File: src/rtl/hashfe_pkg.sv
`timescale 1ns/1ps
package hashfe_pkg;

    localparam int WORD_W = 32;

    typedef enum logic [1:0] {
        ALG_MD5    = 2'd0,
        ALG_SHA1   = 2'd1,
        ALG_SHA224 = 2'd2,
        ALG_SHA256 = 2'd3
    } algo_e;

    typedef enum logic [1:0] {
        ORD_PASS = 2'd0,
        ORD_REV  = 2'd1,
        ORD_MIXA = 2'd2,
        ORD_MIXB = 2'd3
    } order_e;

    typedef enum logic [2:0] {
        ST_IDLE  = 3'd0,
        ST_HOLD  = 3'd1,
        ST_FEED  = 3'd2,
        ST_EMPTY = 3'd3,
        ST_WAIT  = 3'd4
    } fe_state_e;

    // status bit positions
    localparam int STS_AVAIL = 0;
    localparam int STS_NEW   = 1;
    localparam int STS_RDERR = 2;
    localparam int STS_WRERR = 3;
    localparam int STS_SUM   = 8;

    // register word indices (byte offset / 4)
    localparam logic [2:0] RIX_SRST = 3'd0;
    localparam logic [2:0] RIX_LENH = 3'd1;
    localparam logic [2:0] RIX_LENL = 3'd2;
    localparam logic [2:0] RIX_CTRL = 3'd3;
    localparam logic [2:0] RIX_STAT = 3'd4;
    localparam logic [2:0] RIX_IEN  = 3'd5;
    localparam logic [2:0] RIX_ICLR = 3'd6;
    localparam logic [2:0] RIX_RESQ = 3'd7;

    function automatic logic [3:0] digest_words(input logic [1:0] alg);
        unique case (algo_e'(alg))
            ALG_MD5:    digest_words = 4'd4;
            ALG_SHA1:   digest_words = 4'd5;
            ALG_SHA224: digest_words = 4'd7;
            default:    digest_words = 4'd8;
        endcase
    endfunction

    // output bytes listed MSB first by input byte index
    function automatic logic [WORD_W-1:0] reorder(input logic [WORD_W-1:0] w,
                                                  input logic [1:0] ord);
        logic [7:0] b3, b2, b1, b0;
        {b3, b2, b1, b0} = w;
        unique case (order_e'(ord))
            ORD_PASS: reorder = {b3, b2, b1, b0};
            ORD_REV:  reorder = {b0, b1, b2, b3};
            ORD_MIXA: reorder = {b2, b3, b1, b0};
            default:  reorder = {b1, b0, b3, b2};
        endcase
    endfunction

endpackage

File: src/rtl/hashfe_regbank.sv
`timescale 1ns/1ps
module hashfe_regbank
    import hashfe_pkg::*;
#(
    parameter int ADDR_W = 5,
    parameter int LEN_W  = 64
) (
    input  logic              clk,
    input  logic              rst_n,
    input  logic              reg_wr,
    input  logic              reg_rd,
    input  logic [ADDR_W-1:0] reg_addr,
    input  logic [31:0]       reg_wdata,
    output logic [31:0]       reg_rdata,
    output logic              srst,
    output logic [LEN_W-1:0]  len_bits,
    output logic [1:0]        algo,
    output logic [1:0]        order,
    output logic              arm,
    output logic              pop,
    input  logic              ev_wr_err,
    input  logic              ev_new,
    input  logic              ev_rd_err,
    input  logic              q_empty,
    input  logic [31:0]       q_word,
    output logic              irq
);

    localparam int HALF_W = LEN_W / 2;

    logic [2:0]        idx;
    logic [HALF_W-1:0] len_hi_q, len_lo_q;
    logic [1:0]        algo_q, order_q;
    logic [3:0]        ien_q;
    logic [3:1]        sts_q;
    logic [3:1]        sts_set, sts_clr;
    logic [3:0]        sts_live;
    logic              wr_act;

    assign idx      = reg_addr[4:2];
    assign wr_act   = reg_wr && !srst;
    assign arm      = wr_act && (idx == RIX_CTRL);
    assign pop      = reg_rd && !srst && (idx == RIX_RESQ);
    assign len_bits = {len_hi_q, len_lo_q};
    assign algo     = algo_q;
    assign order    = order_q;

    assign sts_set  = {ev_wr_err, ev_rd_err, ev_new};
    assign sts_clr  = (wr_act && idx == RIX_ICLR) ? reg_wdata[3:1] : 3'b000;
    assign sts_live = {sts_q, !q_empty};
    assign irq      = |(sts_live & ien_q);

    always_ff @(posedge clk or negedge rst_n) begin
        if (!rst_n) begin
            srst     <= 1'b0;
            len_hi_q <= '0;
            len_lo_q <= '0;
            algo_q   <= '0;
            order_q  <= '0;
            ien_q    <= '0;
            sts_q    <= '0;
        end else begin
            if (reg_wr && idx == RIX_SRST)
                srst <= reg_wdata[0];
            if (srst) begin
                len_hi_q <= '0;
                len_lo_q <= '0;
                algo_q   <= '0;
                order_q  <= '0;
                ien_q    <= '0;
                sts_q    <= '0;
            end else begin
                if (wr_act) begin
                    unique case (idx)
                        RIX_LENH: len_hi_q <= reg_wdata[HALF_W-1:0];
                        RIX_LENL: len_lo_q <= reg_wdata[HALF_W-1:0];
                        RIX_CTRL: begin
                            algo_q  <= reg_wdata[1:0];
                            order_q <= reg_wdata[9:8];
                        end
                        RIX_IEN:  ien_q <= reg_wdata[3:0];
                        default:  ;
                    endcase
                end
                sts_q <= (sts_q & ~sts_clr) | sts_set;
            end
        end
    end

    always_comb begin
        reg_rdata = '0;
        unique case (idx)
            RIX_SRST: reg_rdata = {31'd0, srst};
            RIX_LENH: reg_rdata = len_hi_q;
            RIX_LENL: reg_rdata = len_lo_q;
            RIX_CTRL: reg_rdata = {22'd0, order_q, 6'd0, algo_q};
            RIX_STAT: reg_rdata = {23'd0, irq, 4'd0, sts_live};
            RIX_IEN:  reg_rdata = {28'd0, ien_q};
            RIX_RESQ: reg_rdata = q_word;
            default:  reg_rdata = '0;
        endcase
    end


    new_clear_chk: assert property (@(posedge clk) disable iff (!rst_n)
        (reg_wr && !srst && idx == RIX_ICLR && reg_wdata[STS_NEW] && !ev_new)
        |=> !sts_q[STS_NEW]);


    soft_hold_chk: assert property (@(posedge clk) disable iff (!rst_n)
        srst |=> (sts_q == '0 && ien_q == '0 && algo_q == '0 && len_lo_q == '0));

endmodule

File: src/rtl/hashfe_ingress.sv
`timescale 1ns/1ps
module hashfe_ingress
    import hashfe_pkg::*;
#(
    parameter int HOLD_CYC = 2,
    parameter int LEN_W    = 64
) (
    input  logic             clk,
    input  logic             rst_n,
    input  logic             clr,
    input  logic             arm,
    input  logic [LEN_W-1:0] len_bits,
    input  logic [1:0]       order,
    input  logic             dat_wr,
    input  logic [31:0]      dat_wdata,
    output logic             dat_ready,
    output logic             core_start,
    output logic             core_valid,
    output logic [31:0]      core_data,
    output logic [2:0]       core_bytes,
    output logic             core_last,
    input  logic             core_done,
    output logic             ev_wr_err,
    output logic             q_load
);

    localparam int REM_W = LEN_W - 2;
    localparam int HC_W  = $clog2(HOLD_CYC + 1);
    localparam logic [HC_W-1:0] HOLD_END = HC_W'(HOLD_CYC - 1);

    fe_state_e         state_q, state_d;
    logic [HC_W-1:0]   hold_q;
    logic [REM_W-1:0]  rem_q;
    logic [REM_W-1:0]  len_bytes;
    logic [2:0]        take;
    logic              is_last;
    logic              accept;
    logic [31:0]       swz;

    assign len_bytes = REM_W'(len_bits[LEN_W-1:3]) + REM_W'(|len_bits[2:0]);
    assign take      = (rem_q >= REM_W'(4)) ? 3'd4 : rem_q[2:0];
    assign is_last   = (rem_q <= REM_W'(4));
    assign accept    = dat_wr && (state_q == ST_FEED);

    // next-state
    always_comb begin
        state_d = state_q;
        unique case (state_q)
            ST_IDLE:  state_d = ST_IDLE;
            ST_HOLD:  if (hold_q == HOLD_END)
                          state_d = (rem_q == '0) ? ST_EMPTY : ST_FEED;
            ST_FEED:  if (accept && is_last) state_d = ST_WAIT;
            ST_EMPTY: state_d = ST_WAIT;
            ST_WAIT:  if (core_done) state_d = ST_IDLE;
            default:  state_d = ST_IDLE;
        endcase
        if (arm) state_d = ST_HOLD;
    end

    // state register and counters
    always_ff @(posedge clk or negedge rst_n) begin
        if (!rst_n) begin
            state_q <= ST_IDLE;
            hold_q  <= '0;
            rem_q   <= '0;
        end else if (clr) begin
            state_q <= ST_IDLE;
            hold_q  <= '0;
            rem_q   <= '0;
        end else begin
            state_q <= state_d;
            if (arm) begin
                hold_q <= '0;
                rem_q  <= len_bytes;
            end else begin
                if (state_q == ST_HOLD) hold_q <= hold_q + 1'b1;
                if (accept)             rem_q  <= rem_q - REM_W'(take);
            end
        end
    end

    // outputs
    always_comb begin
        swz        = reorder(dat_wdata, order);
        dat_ready  = (state_q != ST_HOLD);
        core_start = (state_q == ST_HOLD) && (hold_q == '0);
        core_valid = accept;
        core_bytes = accept ? take : 3'd0;
        core_last  = (accept && is_last) || (state_q == ST_EMPTY);
        ev_wr_err  = dat_wr && ((state_q == ST_IDLE) || (state_q == ST_WAIT) ||
                                (state_q == ST_EMPTY));
        q_load     = (state_q == ST_WAIT) && core_done;
        core_data  = '0;
        for (int b = 0; b < 4; b++) begin
            if (3'(b) < take)
                core_data[8*(3-b) +: 8] = swz[8*(3-b) +: 8];
        end
    end


    hold_gap_chk: assert property (@(posedge clk) disable iff (!rst_n)
        core_start |=> !core_valid);


    byte_range_chk: assert property (@(posedge clk) disable iff (!rst_n)
        core_valid |-> (core_bytes != 3'd0 && core_bytes <= 3'd4));


    last_close_chk: assert property (@(posedge clk) disable iff (!rst_n)
        core_last |=> !core_valid);


    err_drop_chk: assert property (@(posedge clk) disable iff (!rst_n)
        ev_wr_err |-> !core_valid);

endmodule

File: src/rtl/hashfe_resq.sv
`timescale 1ns/1ps
module hashfe_resq #(
    parameter int DEPTH = 8,
    parameter int W     = 32
) (
    input  logic                       clk,
    input  logic                       rst_n,
    input  logic                       clr,
    input  logic                       load,
    input  logic [$clog2(DEPTH+1)-1:0] load_n,
    input  logic [DEPTH*W-1:0]         load_data,
    input  logic                       pop,
    output logic [W-1:0]               rdata,
    output logic                       empty,
    output logic                       rd_err
);

    localparam int CNT_W = $clog2(DEPTH + 1);
    localparam int IDX_W = $clog2(DEPTH);

    logic [W-1:0]     mem [DEPTH];
    logic [CNT_W-1:0] cnt_q;
    logic [IDX_W-1:0] top_idx;

    assign empty   = (cnt_q == '0);
    assign top_idx = IDX_W'(cnt_q - 1'b1);
    assign rdata   = empty ? '0 : mem[top_idx];
    assign rd_err  = pop && empty;

    always_ff @(posedge clk) begin
        if (load) begin
            for (int i = 0; i < DEPTH; i++)
                mem[i] <= load_data[i*W +: W];
        end
    end

    always_ff @(posedge clk or negedge rst_n) begin
        if (!rst_n)
            cnt_q <= '0;
        else if (clr)
            cnt_q <= '0;
        else if (load)
            cnt_q <= load_n;
        else if (pop && !empty)
            cnt_q <= cnt_q - 1'b1;
    end


    empty_pop_chk: assert property (@(posedge clk) disable iff (!rst_n)
        (pop && empty && !load) |=> empty);


    load_count_chk: assert property (@(posedge clk) disable iff (!rst_n)
        (load && !clr) |=> (cnt_q == $past(load_n)));

endmodule

File: src/rtl/hashfe_top.sv
`timescale 1ns/1ps
module hashfe_top
    import hashfe_pkg::*;
#(
    parameter int HOLD_CYC = 2,
    parameter int Q_DEPTH  = 8
) (
    input  logic                    clk,
    input  logic                    rst_n,
    input  logic                    reg_wr,
    input  logic                    reg_rd,
    input  logic [4:0]              reg_addr,
    input  logic [31:0]             reg_wdata,
    output logic [31:0]             reg_rdata,
    input  logic                    dat_wr,
    input  logic [31:0]             dat_wdata,
    output logic                    dat_ready,
    output logic                    core_start,
    output logic [1:0]              core_algo,
    output logic                    core_valid,
    output logic [31:0]             core_data,
    output logic [2:0]              core_bytes,
    output logic                    core_last,
    input  logic                    core_done,
    input  logic [Q_DEPTH*32-1:0]   core_digest,
    output logic                    irq
);

    localparam int LEN_W = 64;
    localparam int CNT_W = $clog2(Q_DEPTH + 1);

    logic             srst, arm, pop;
    logic [LEN_W-1:0] len_bits;
    logic [1:0]       algo, order;
    logic             ev_wr_err, ev_rd_err, q_load, q_empty;
    logic [31:0]      q_word;
    logic [CNT_W-1:0] load_n;

    assign core_algo = algo;
    assign load_n    = CNT_W'(digest_words(algo));

    hashfe_regbank #(.ADDR_W(5), .LEN_W(LEN_W)) u_regs (
        .clk       (clk),
        .rst_n     (rst_n),
        .reg_wr    (reg_wr),
        .reg_rd    (reg_rd),
        .reg_addr  (reg_addr),
        .reg_wdata (reg_wdata),
        .reg_rdata (reg_rdata),
        .srst      (srst),
        .len_bits  (len_bits),
        .algo      (algo),
        .order     (order),
        .arm       (arm),
        .pop       (pop),
        .ev_wr_err (ev_wr_err),
        .ev_new    (q_load),
        .ev_rd_err (ev_rd_err),
        .q_empty   (q_empty),
        .q_word    (q_word),
        .irq       (irq)
    );

    hashfe_ingress #(.HOLD_CYC(HOLD_CYC), .LEN_W(LEN_W)) u_ingress (
        .clk        (clk),
        .rst_n      (rst_n),
        .clr        (srst),
        .arm        (arm),
        .len_bits   (len_bits),
        .order      (order),
        .dat_wr     (dat_wr),
        .dat_wdata  (dat_wdata),
        .dat_ready  (dat_ready),
        .core_start (core_start),
        .core_valid (core_valid),
        .core_data  (core_data),
        .core_bytes (core_bytes),
        .core_last  (core_last),
        .core_done  (core_done),
        .ev_wr_err  (ev_wr_err),
        .q_load     (q_load)
    );

    hashfe_resq #(.DEPTH(Q_DEPTH), .W(32)) u_resq (
        .clk       (clk),
        .rst_n     (rst_n),
        .clr       (srst),
        .load      (q_load),
        .load_n    (load_n),
        .load_data (core_digest),
        .pop       (pop),
        .rdata     (q_word),
        .empty     (q_empty),
        .rd_err    (ev_rd_err)
    );

endmodule

File: config.mk
export PLATFORM = sky130hd
export DESIGN_NAME = hashfe_top
export DESIGN_NICKNAME = d
export VERILOG_FILES = /design/src/rtl/hashfe_pkg.sv /design/src/rtl/hashfe_regbank.sv /design/src/rtl/hashfe_ingress.sv /design/src/rtl/hashfe_resq.sv /design/src/rtl/hashfe_top.sv
export SDC_FILE = /design/constraint.sdc
export NUM_CORES = 1
export LEC_CHECK = 0
export ABC_AREA = 1
export BUFFER_PORTS_ARGS = -buffer_cell sky130_fd_sc_hd__buf_2
export CORE_ASPECT_RATIO = 2
export CORE_MARGIN = 4
export CORE_UTILIZATION = 48
export CTS_CLUSTER_SIZE = 24
export DETAILED_ROUTE_END_ITERATION = 6
export HOLD_SLACK_MARGIN = 0.03
export PLACE_DENSITY = 0.71
export SKIP_CTS_REPAIR_TIMING = 1
export SYNTH_ARGS = -nofsm -noshare
export SYNTH_HDL_FRONTEND = slang
export SYNTH_SLANG_ARGS = --single-unit
export TNS_END_PERCENT = 50
File: constraint.sdc
create_clock -name clk -period 19.25 [get_ports clk]
set_clock_uncertainty 0.1 [all_clocks]
set_input_delay 3.85 -clock clk [delete_from_list [all_inputs] [get_ports clk]]
set_output_delay 3.85 -clock clk [all_outputs]
set_load 0.03 [all_outputs]
# Word-level counts from Yosys, hierarchy flattened
# Memories as Yosys holds them, arrays and structs flattened.
# Index checks and enable logic that the tools add are counted.
# totals
register_bits	147
ramBits	256
inputBits	331
out_inout_bits	74
elab_cells	131
n_memories	1
# memory_table
memory	words	width	rd	rd_clocked_by_memory_dff	wr	line	rtl
u_resq.mem	8	32	1	0	8	hashfe_resq.sv:21	logic [W-1:0] mem [DEPTH];
# op_classes
addsub	4
magnitude_cmp	6
n_eq_ne	20
mux	45
bitwise_logic	4
reduce_logical	40
# ops
operator	count
2-to-1 mux 32 bit	7
case mux 32 bit (7 select lines)	1
2-to-1 mux 62 bit	3
case mux 32 bit (3 select lines)	1
adder 61 x 1 -> 62 bit	1
greater-or-equal comparator 62 x 3 -> 1 bit (second input constant)	1
<= comparator 62 x 3 -> 1 bit (second input constant)	1
logical NOT 62 bit	1
subtractor 62 x 3 -> 62 bit	1
2-to-1 mux 8 bit	4
2-to-1 mux 3 bit	9
2-to-1 mux 4 bit	6
2-to-1 mux 2 bit	9
equality test 3 bit (second input constant)	5
logical AND 1 bit	13
equality test 3 x 2 -> 1 bit (second input constant)	4
case mux 3 bit (4 select lines)	1
case mux 4 bit (3 select lines)	1
nonzero test 2 bit	5
nonzero test 3 bit	3
!= test 4 bit (second input constant)	2
AND reduction 2 bit	4
equality test 2 x 1 -> 1 bit (second input constant)	3
equality test 3 x 1 -> 1 bit (second input constant)	2
20 further kinds	31

# Longest topological paths before layout
# Gate-level depths: netlist of run 1.
# logic_depth
depth_word	8
mapped_depth	18
depth_no_buf	18

# Modules after synthesis
# Synthesis of run 1 repeated with hierarchy kept, for this count alone.
# unflattened
hier_cells	2931
hier_area_um2	22855.7
# modules_own_cells
module	instances	cells_each	area_per_inst_um2	seq_area_each_um2
hashfe_resq	1	994	10887.9	7787.5
hashfe_ingress	1	1407	8008.9	1676.6
hashfe_regbank	1	524	3910.0	1901.8
hashfe_top	1	6	48.8	0.0

# Least setup slack after synthesis of run 1
# OpenSTA, ideal clock, no wires.
# synth_timing
path_type	in2reg
from	in core_done
to	reg u_resq.cnt_q[3]
setup_ns	0.082
arrival_time_ns	16.772
slack_ns	2.296
stages	7
path_buffers	0
path_cell_list	inv_1 -> nor2_1 -> inv_1 -> nand3_1 -> nand2_1 -> a21oi_1 -> o21bai_1
# synth_via
elab_chain_cells	3
elab_cells_between_ends	4
classes_between	2 x mux; 2 x reduce/logical
# synth_rtl
element	line	rtl
start: declaration	hashfe_top.sv:24	input logic core_done,
logical AND 1 bit (*)	hashfe_ingress.sv:92	q_load = (state_q == ST_WAIT) && core_done;
named net q_load	hashfe_top.sv:35	logic ev_wr_err, ev_rd_err, q_load, q_empty;
2-to-1 mux 4 bit	hashfe_resq.sv:42	else if (load)
2-to-1 mux 4 bit	hashfe_resq.sv:40	else if (clr)
end signal: assignment	hashfe_resq.sv:43	cnt_q <= load_n;
end signal: assignment	hashfe_resq.sv:45	cnt_q <= cnt_q - 1'b1;
end: declaration	hashfe_resq.sv:22	logic [CNT_W-1:0] cnt_q;
# Mark *: on every way through the listed nets, which the timed path passes. The rest lies on a longest branch.
# A chain may end at the register's enable or synchronous reset.

# Final worst setup path of run 1
# layout_timing
from	in reg_addr[4]
to	out reg_rdata[9]
# layout_via
elab_chain_cells	2
elab_cells_between_ends	8
classes_between	6 x eq/ne; 1 x mux; 1 x reduce/logical
# layout_rtl
element	line	rtl
start: declaration	hashfe_top.sv:12	input logic [4:0] reg_addr,
equality test 3 bit (tied with other cells)	hashfe_regbank.sv:92	unique case (idx)
case mux 32 bit (7 select lines) (*)	hashfe_regbank.sv:92	
end: declaration	hashfe_top.sv:14	output logic [31:0] reg_rdata,
# Mark *: on every way between the ends. The rest lies on a longest branch, timed or not.

==> results of run 1 <==
==> layer usage <==
metal | vias up | part of all wire [%] | wire length [um] | GRT usage [%]
met5 | - | 0.084 | 68 | 0
met3 | 310 | 5.7 | 4620 | 4.90
met2 | 885 | 53 | 42700 | 59.2
met4 | 10 | 10 | 8040 | 25.7
li1 | 9303 | - | - | -
met1 | 9314 | 31 | 25300 | 32.0
==> per-stage QoR <==
stage	std cells	hold WS [ns]	setup slack [ns]	utilization [%]	area, sq um
after floorplan	2494	0.393	2.30	-	21600
after global placement	3367	0.419	9.48	54.5	24100
after detailed placement	3367	0.427	9.49	54.5	24100
after CTS	3437	0.441	9.49	57.5	25500
after global routing	3444	0.484	9.39	57.6	25500
final	3445	0.438	9.46	57.6	25500
==> cell type report <==
type | instances | share of cell area [%]
sequential | 403 | 44.6
multi-input combinational | 1685 | 34.3
timing repair buffer | 423 | 8.57
inverter | 301 | 4.44
clock buffer | 45 | 3.99
tap | 555 | 2.72
clock inverter | 25 | 1.36
antenna | 8 | 0.0784
==> power groups by stage <==
stage	sequential [uW]	clock, uW	combinational [uW]
finish	1220	829	1610
global route	1230	876	1770
CTS	1210	839	1600
detailed placement	1230	0	1590
global placement	1230	0	1570
floorplan	1150	0	1120
==> sequential cells by signal, indices dropped and copies added, names as in the netlist <==
| signal | cells |
|---|---|
| u_ingress.hold_q | 2 |
| u_ingress.rem_q | 62 |
| u_ingress.state_q | 3 |
| u_regs.algo | 2 |
| u_regs.ien_q | 4 |
| u_regs.len_hi_q | 32 |
| u_regs.len_lo_q | 32 |
| u_regs.order | 2 |
| u_regs.srst | 1 |
| u_regs.sts_q | 3 |
| u_resq.cnt_q | 4 |
| u_resq.mem | 256 |
==> cells by family (layout without fill, tap and decap cells) <==
| group | after synthesis | after routing |
|---|---|---|
| compound gates | 513 | 513 |
| xor+xnor | 45 | 45 |
| fa+ha+maj | 8 | 8 |
| buf+inv | 406 | 794 |
| flops | 403 | 403 |
| mux | 35 | 35 |
| other cells | 1 | 9 |
| simple gates | 1083 | 1083 |
==> worst max-delay path by stage <==
stage | slack [ns] | cells after the start | endpoint | from
floorplan | 2.30 | 7 | u_resq.cnt_q[3] | core_done
global placement | 9.48 | 8 | reg_rdata[9] | reg_addr[4]
detailed placement | 9.49 | 8 | reg_rdata[9] | reg_addr[4]
CTS | 9.49 | 8 | reg_rdata[9] | reg_addr[4]
global route | 9.39 | 8 | reg_rdata[9] | reg_addr[4]
finish | 9.46 | 8 | reg_rdata[9] | reg_addr[4]
==> cells in the mapped netlist (14+ instances only) <==
master,count,area [sq um]
clkbuf_1,80,300
xor2_1,43,377
o32ai_1,32,280
nor2_2,14,87.6
o21ai_0,197,986
nor3_1,58,290
edfxtp_1,256,7690
o221ai_1,59,517
nand4_1,39,244
o22ai_1,31,194
dfrtp_1,147,3680
nand2_1,431,1620
inv_1,292,1100
mux2i_1,32,320
o21ai_1,34,170
a21oi_1,87,435
o211ai_1,38,285
nor2_1,368,1380
nand3_1,119,596
==> flow_summary.json, run 1 <==
{
  "status": "completed",
  "worstReg2RegEnd": "u_ingress.rem_q[60]",
  "seqCellArea_sq_um": 11400,
  "switchingPower_uw": 1650,
  "yosysWarnings": 0,
  "pin_count": 405,
  "nNetsFinal": 3191,
  "power_uw": 3660,
  "core.rowCount": 109,
  "ys_types": 55,
  "peakVddDrop_uv": 105,
  "r2r_start": "u_regs.len_lo_q[2]",
  "start_kind": "input pin",
  "clock_power_share_pct": 22.7,
  "hpwl_um": 62300,
  "grt.overflow.total": 0,
  "synth_compound_area_share_pct": 14.6,
  "cts_buffers": 38,
  "max_stage_delay_ns": 0.73,
  "cts_max_path_buffers": 3,
  "via_per_inst": 5.75,
  "cts_tree": "done",
  "fmax_ghz": 0.102,
  "worstPathCellList": "buf_2, inv_1, nand3_1, buf_4, o22ai_1, a21oi_1, nand2_1, buf_2",
  "synth_cells": 2494,
  "min_period_ns": 9.79,
  "grt_pass1_wl_um": 118000,
  "cp-end-kind": "primary output",
  "synth-adder-area-share_pct": 0.463,
  "synth_seq_cells": 403,
  "layout_common_cells": "nand2_1 (431), buf_2 (401), nor2_1 (367)",
  "hold_path_class": "flip-flop to flip-flop",
  "path_class": "input pin to primary output",
  "p_per_area_nw_per_um2": 143,
  "synthesis.nets": 2833,
  "swShare_pct": 45.0,
  "filler_cell_count": 4043,
  "crit_slowest_cell": "a21oi_1",
  "avgRoutedWirePerCell_um": 23.4,
  "cts_htree_levels": 2,
  "yosys-mux-area-fraction_pct": 1.64,
  "reg2reg_depth": 14,
  "layout-drive-gt1-share_pct": 19.1,
  "multi_input_area_sq_um": 8750,
  "path_common_cell": "buf_2",
  "drt_iter0_drc": 1591,
  "ys_seq_area_share_pct": 52.6,
  "holdPathStages": 1,
  "hp-start": "u_regs.ien_q[2]",
  "layout_commonest_cell": "nand2_1",
  "crit_required_ns": 15.30,
  "yosys.area_share.simple_pct": 21.7,
  "track_usage_pct": 32.5,
  "synth_edf_count": 256,
  "cp.arrival_ns": 5.84,
  "gp_congestion": 1.01,
  "power_frac_comb_pct": 44.0,
  "min_to": "u_regs.ien_q[2]",
  "antenna_found_initial": 14,
  "finalHoldViolCount": 0,
  "synth_top_family_by_area": "simple AND/OR/NAND/NOR gates",
  "wirelength_um": 80800,
  "synthArstFlopShare_pct": 36.5,
  "p_int_uw": 2010,
  "drv_slew": 0,
  "pwr-share-seq_pct": 33.4,
  "maxCapViolations": 0,
  "drtAntennaViolNets": 0,
  "coreArea_sq_um": 44300,
  "cts.root.buffer_cell": "clkbuf_16",
  "dieArea_sq_um": 48700,
  "leakage_uw": 0.0110,
  "dr.pass1.iters": 6,
  "synth_xor_area_share_pct": 1.82,
  "io_buffer_count": 402,
  "cp_num_buf_inv": 4,
  "final-setup-viol-count": 0,
  "critPathMaxFanout": 33,
  "synthFlopType": "edfxtp_1",
  "worst_pin_slew_ns": 1.14,
  "r2r_slack_ns": 14.91,
  "cts_sinks": 403,
  "grt_max_degree": 162,
  "clk_pin_slew_ns": 0.06,
  "tns_ns": 0,
  "mappedNetlistArea_sq_um": 21600,
  "rsz0062_at_grt": "false",
  "start_util_pct": 48.8,
  "area_growth_pct": 18.0,
  "syn_avg_cell_area_sq_um": 8.67,
  "via_count": 19822,
  "cp_top_family": "buffers and inverters",
  "fin_crit_sh_pct": 50.9,
  "die_w_um": 158,
  "relSlewSlack_pct": 23.5,
  "die_h_um": 308,
  "route.detailed.drc": 0,
  "grt_pass1_vias": 20162,
  "clk-insertion-delay-late_ns": 0.55
}
(Power assumes the default switching activity.)
==> inputs of run 2 (changes only) <==
==> constraint.sdc (replaced) <==
create_clock -name clk -period 9.9 [get_ports clk]
set_clock_uncertainty 0.1 [all_clocks]
set_input_delay 1.98 -clock clk [delete_from_list [all_inputs] [get_ports clk]]
set_output_delay 1.98 -clock clk [all_outputs]
set_load 0.03 [all_outputs]
==> run 2 against run 1 <==
  * The run now ends with DRC left
  * Worst setup slack worse by 7.4 ns
  * Utilization is 0.19 points lower
  * Via count is 0.25% lower
  * Total power is 91% higher
  * Clock-buffer cell count is 3 lower
  * Flip-flop and latch count stayed put
  * Routed wire length is 0.12% higher
  * Register-to-register slack worse by 9.2 ns
  * Die area stayed put
  * Critical endpoint is now reg_rdata[3]
  * Highest routed layer unchanged
==> flow_summary.json, run 2 (synthesized netlist as in run 1, its figures left out) <==
{
  "worst_hold_slack_ns": 0.454,
  "critPathMaxFanout": 90,
  "fin_crit_sh_pct": 78.8,
  "max_stage_delay_ns": 1.11,
  "cp_top_family": "buffers and inverters",
  "cp.arrival_ns": 5.72,
  "wirelength_um": 80900,
  "worstPathCellList": "clkinv_2, ha_4, buf_4, o32ai_1, o211ai_1, nand4_1, buf_2",
  "hold_path_class": "flip-flop to flip-flop",
  "antenna_found_initial": 10,
  "cts.root.buffer_cell": "clkbuf_16",
  "cts_tree": "done",
  "io_buffer_count": 402,
  "start_kind": "flip-flop",
  "core.rowCount": 109,
  "pin_count": 405,
  "cts_buffers": 38,
  "via_count": 19772,
  "die_w_um": 158,
  "cp-end-kind": "primary output",
  "drtAntennaViolNets": 0,
  "drt_iter0_drc": 1585,
  "top_register": "u_resq.mem",
  "layout-drive-gt1-share_pct": 19.1,
  "reg2reg_depth": 14,
  "filler_cell_count": 3994,
  "path_class": "flip-flop to primary output",
  "maxCapViolations": 0,
  "clk_pin_slew_ns": 0.07,
  "min_period_ns": 7.80,
  "hp-start": "u_regs.ien_q[3]",
  "holdPathStages": 1,
  "die_h_um": 308,
  "clk-insertion-delay-late_ns": 0.57,
  "top_regs": "u_resq.mem x256, u_ingress.rem_q x62",
  "r2r_slack_ns": 5.68,
  "gp_congestion": 1.04,
  "area_growth_pct": 17.7,
  "dr.pass1.iters": 7,
  "cts_max_path_buffers": 3,
  "cts_htree_levels": 2,
  "worstReg2RegEnd": "u_ingress.rem_q[60]",
  "largest_reg_flops": 256,
  "crit_slowest_cell": "dfrtp_4",
  "grt_pass1_wl_um": 119000,
  "p_per_area_nw_per_um2": 275,
  "via_per_inst": 5.74,
  "layout_commonest_cell": "nand2_1",
  "cp_num_buf_inv": 3,
  "coreArea_sq_um": 44300,
  "track_usage_pct": 32.7,
  "drv_slew": 0,
  "peakVddDrop_uv": 268,
  "grt_pass1_vias": 20383,
  "worst_pin_slew_ns": 1.25,
  "leakage_uw": 0.0109,
  "nNetsFinal": 3188,
  "rsz0062_at_grt": "false",
  "violations": "DRC",
  "fmax_ghz": 0.128,
  "r2r_start": "u_regs.len_lo_q[2]",
  "tns_ns": 0,
  "layout_common_cells": "nand2_1 (431), buf_2 (401), nor2_1 (367)",
  "min_to": "u_regs.ien_q[3]",
  "avgRoutedWirePerCell_um": 23.5,
  "start_util_pct": 48.8,
  "route.detailed.drc": 1,
  "grt_max_degree": 176,
  "final-setup-viol-count": 0,
  "dieArea_sq_um": 48700,
  "status": "finished with violations",
  "grt.overflow.total": 0,
  "relSlewSlack_pct": 15.8,
  "cts_sinks": 403,
  "finalHoldViolCount": 0,
  "hpwl_um": 63000,
  "crit_required_ns": 7.82
}
-- run 2: changes by cell type in the layout (fill, tap and decap cells not counted), sizes merged --
cell	change
diode	+1
clkinvlp	+2
inv	+3
clkinv	+1
buf	-3
clkbuf	-3
bufinv	-3
-- run 2: layout make-up --
type / count / area (sq um) / area share, %
sequential: 403 / 11400 / 44.7
multi-input combinational: 1685 / 8750 / 34.4
timing repair buffer: 420 / 2170 / 8.51
inverter: 301 / 1130 / 4.46
clock buffer: 42 / 966 / 3.80
tap: 555 / 694 / 2.73
clock inverter: 28 / 337 / 1.32
antenna: 9 / 22.5 / 0.0885
-- run 2: worst max path at each step --
stage / from / to / slack [ns] / cells after the start
floorplan: core_done / u_resq.cnt_q[3] / 2.75 / 7
CTS: u_resq.cnt_q[0] / reg_rdata[3] / 2.17 / 7
global placement: u_resq.cnt_q[0] / reg_rdata[3] / 2.85 / 7
finish: u_resq.cnt_q[0] / reg_rdata[3] / 2.10 / 7
detailed placement: u_resq.cnt_q[0] / reg_rdata[3] / 2.78 / 7
global route: u_resq.cnt_q[0] / reg_rdata[2] / 1.83 / 8
-- run 2: report_power, final --
| group | switching [uW] | internal [uW] | total [uW] |
|---|---|---|---|
| logic | 2140 | 926 | 3060 |
| registers | 354 | 2030 | 2380 |
| clock network | 691 | 855 | 1550 |
-- run 2: per-layer routing --
metal	vias up	routed length, um	part of all wire (%)	GRT usage [%]
li1	9299	-	-	-
met1	9360	25600	32	32.3
met2	850	43300	54	60.3
met3	261	4430	5.5	4.42
met4	2	7530	9.3	24.6
met5	-	19	0.023	0
-- run 2: metrics by stage --
step | power (uW) | utilization, % | cells | cell area, sq um | setup WS [ns]
after floorplan | 4410 | - | 2494 | 21600 | 2.75
after global placement | 5380 | 54.4 | 3364 | 24100 | 2.85
after detailed placement | 5440 | 54.4 | 3364 | 24100 | 2.78
after CTS | 6990 | 57.3 | 3434 | 25400 | 2.17
after global routing | 7420 | 57.4 | 3443 | 25400 | 1.83
final | 6990 | 57.4 | 3443 | 25400 | 2.10
-- run 2: worst register-to-register path, cell delays in order (launching register included) --
cell and delay [ns]:
dfrtp_1 0.32, inv_1 0.06, nand3_1 0.14, ha_1 0.25, ha_1 0.39, inv_1 0.19
nor3_2 0.67, inv_1 0.39, nor2_1 0.50, nand4_1 0.32, nor3_1 0.33, xor2_1 0.18
a21oi_1 0.11, nand2_1 0.11, nand2_1 0.05
==> inputs of run 3 (changes only) <==
--- a/config.mk
+++ b/config.mk
@@ -5,7 +5,7 @@
 export SDC_FILE = /design/constraint.sdc
 export NUM_CORES = 1
 export LEC_CHECK = 0
-export ABC_AREA = 1
+export ABC_AREA = 0
 export BUFFER_PORTS_ARGS = -buffer_cell sky130_fd_sc_hd__buf_2
 export CORE_ASPECT_RATIO = 2
 export CORE_MARGIN = 4
==> constraint.sdc (replaced) <==
create_clock -name clk -period 8.2 [get_ports clk]
set_clock_uncertainty 0.1 [all_clocks]
set_input_delay 1.64 -clock clk [delete_from_list [all_inputs] [get_ports clk]]
set_output_delay 1.64 -clock clk [all_outputs]
set_load 0.03 [all_outputs]
==> run 3 against run 2 <==
  * The flow now finishes without violations
  * Clock power grew 7%
  * Combinational power is 56% lower
  * Design area shrank 6.6%
  * Worst setup slack improved by 0.19 ns
  * Non-clock buffer count grew 8
  * Critical path type unchanged
==> flow_summary.json, run 3 <==
{
  "layout-drive-gt1-share_pct": 29.2,
  "synth_most_common_cell": "edfxtp_1",
  "placedCellCount": 2540,
  "yosys.area.top_type": "edfxtp_1",
  "tns_ns": 0,
  "wirelength_um": 61500,
  "r2r_slack_ns": 3.60,
  "cts_htree_levels": 2,
  "track_usage_pct": 26.5,
  "final-setup-viol-count": 0,
  "gp_congestion": 0.946,
  "cts_max_path_buffers": 3,
  "mappedNetlistArea_sq_um": 20100,
  "min_period_ns": 5.91,
  "via_count": 15635,
  "layout_common_cells": "buf_2 (401), edfxtp_1 (256), nand2_1 (228)",
  "cp-endpoint": "core_data[26]",
  "cts_buffers": 36,
  "cp-startpoint": "u_ingress.rem_q[18]",
  "clk-insertion-delay-late_ns": 0.54,
  "peakVddDrop_uv": 209,
  "critPathMaxFanout": 8,
  "layout_commonest_cell": "buf_2",
  "fmax_ghz": 0.169,
  "yosysWarnings": 0,
  "die_h_um": 297,
  "start_kind": "flip-flop",
  "grt_pass1_wl_um": 94000,
  "drt_iter0_drc": 1140,
  "drv_slew": 0,
  "core.rowCount": 105,
  "syn_avg_cell_area_sq_um": 11.9,
  "start_util_pct": 48.7,
  "top_regs": "u_resq.mem x256, u_ingress.rem_q x62",
  "hold_path_class": "flip-flop to flip-flop",
  "hpwl_um": 46200,
  "status": "completed",
  "grt_max_degree": 133,
  "reg2reg_depth": 12,
  "cts.root.buffer_cell": "clkbuf_16",
  "synth.top_cells.by_area": "edfxtp_1 (38%), dfrtp_1 (18%), mux4_2 (9.0%)",
  "cp-end-kind": "primary output",
  "worstPathCellList": "nor4_1, nand4_1, nor4_2, nand2_1, nor3_1, nor2b_1, buf_2",
  "synth_common_cells": "edfxtp_1 (256), nand2_1 (228), dfrtp_1 (147)",
  "worstReg2RegEnd": "u_ingress.rem_q[26]",
  "synthesis.nets": 2023,
  "pin_count": 405,
  "synth_edf_count": 256,
  "largest_reg_flops": 256,
  "avgRoutedWirePerCell_um": 23.5,
  "final_cells": 2615,
  "crit_required_ns": 6.46,
  "maxCapViolations": 0,
  "crit_slowest_cell": "nor3_1",
  "cp.arrival_ns": 4.17,
  "worst_pin_slew_ns": 1.27,
  "fin_crit_sh_pct": 72.1,
  "clk_pin_slew_ns": 0.07,
  "synth_top_area_share_pct": 38.2,
  "finalHoldViolCount": 0,
  "synth_cells": 1684,
  "io_buffer_count": 402,
  "cts_tree": "done",
  "area_growth_pct": 18.3,
  "die_w_um": 153,
  "path_class": "flip-flop to primary output",
  "cts_sinks": 403,
  "drtAntennaViolNets": 0,
  "ys_types": 81,
  "coreArea_sq_um": 41300,
  "nNetsFinal": 2382,
  "via_per_inst": 5.98,
  "relSlewSlack_pct": 15.1,
  "leakage_uw": 0.00930,
  "route.detailed.drc": 0,
  "synthArstFlopShare_pct": 36.5,
  "synth_seq_cells": 403,
  "p_per_area_nw_per_um2": 229,
  "rsz0062_at_grt": "false",
  "max_stage_delay_ns": 0.93,
  "r2r_start": "u_ingress.rem_q[18]",
  "ys_seq_area_share_pct": 56.5,
  "top_register": "u_resq.mem",
  "grt_pass1_vias": 16290,
  "synthFlopType": "edfxtp_1",
  "dr.pass1.iters": 6,
  "grt.overflow.total": 0,
  "dieArea_sq_um": 45400,
  "antenna_found_initial": 21
}
## run 3: cell count changes after synthesis, sizes merged, moves of 55 or more
cell / previous run / this run
nor2: 393 / 113
inv: 299 / 22
mux4: 0 / 80
nand2: 445 / 229
o21ai: 231 / 85
nand3: 121 / 54
o221ai: 59 / 4
## run 3: cell families (layout without fill, tap and decap cells)
kind of cell / Yosys count / count (layout) / share of synthesized area, %
multiplexers: 142 / 142 / 12.1
AO/OA/AOI/OAI: 339 / 339 / 10.5
flip-flops: 403 / 403 / 56.5
buffers and inverters: 129 / 510 / 2.51
adder cells (fa/ha/maj): 8 / 8 / 0.498
XOR/XNOR: 77 / 77 / 3.36
other: 1 / 16 / 0.0187
AND/OR/NAND/NOR: 585 / 585 / 14.5
## run 3: how the worst min path moves through the flow
stage	endpoint	start	cells after the start
after floorplan	u_ingress.rem_q[47]	u_ingress.rem_q[47]	1
after global placement	u_ingress.rem_q[47]	u_ingress.rem_q[47]	1
after detailed placement	u_ingress.rem_q[47]	u_ingress.rem_q[47]	1
after CTS	u_ingress.rem_q[47]	u_ingress.rem_q[47]	1
after global routing	u_ingress.rem_q[53]	u_ingress.rem_q[53]	1
final	u_ingress.rem_q[47]	u_ingress.rem_q[47]	1
## run 3: area by class of cell
| type | instances | area [sq um] |
|---|---|---|
| clock inverters | 18 | 185 |
| diodes | 15 | 37.5 |
| clock buffers | 42 | 933 |
| flip-flops and latches | 403 | 11400 |
| well taps | 535 | 669 |
| repair buffers | 428 | 2210 |
| fillers | 3427 | 17500 |
| inverters | 22 | 90.1 |
| multi-input cells | 1152 | 8260 |
## run 3: critical path: cells and delay by family (launching register included)
| kind | cells | cell delay, ns |
|---|---|---|
| and+or+nand+nor | 6 | 2.95 |
| buffers and inverters | 1 | 0.24 |
| DFF | 1 | 0.43 |
## run 3: metal layers
metal / track usage, % / share of wire (%) / vias up
met5: 0 / 0.055 / -
met3: 4.75 / 6.3 / 233
li1: - / - / 7090
met2: 48.6 / 55 / 716
met4: 16.8 / 7.1 / 6
met1: 27.4 / 32 / 7590
## run 3: stage by stage
stage	hold slack [ns]	setup WS (ns)	instance area, sq um	power [uW]	util [%]
after floorplan	0.357	0.567	20100	3300	-
after global placement	0.383	3.03	22600	3760	54.8
final	0.417	2.29	23800	5440	57.6
after detailed placement	0.397	2.99	22600	3780	54.8
after CTS	0.411	2.41	23700	5440	57.5
after global routing	0.438	2.14	23800	5680	57.6
## run 3: power by group
group / internal [uW] / total [uW] / switching, uW
combinational: 446 / 1340 / 894
clock: 915 / 1660 / 745
sequential: 2270 / 2440 / 168
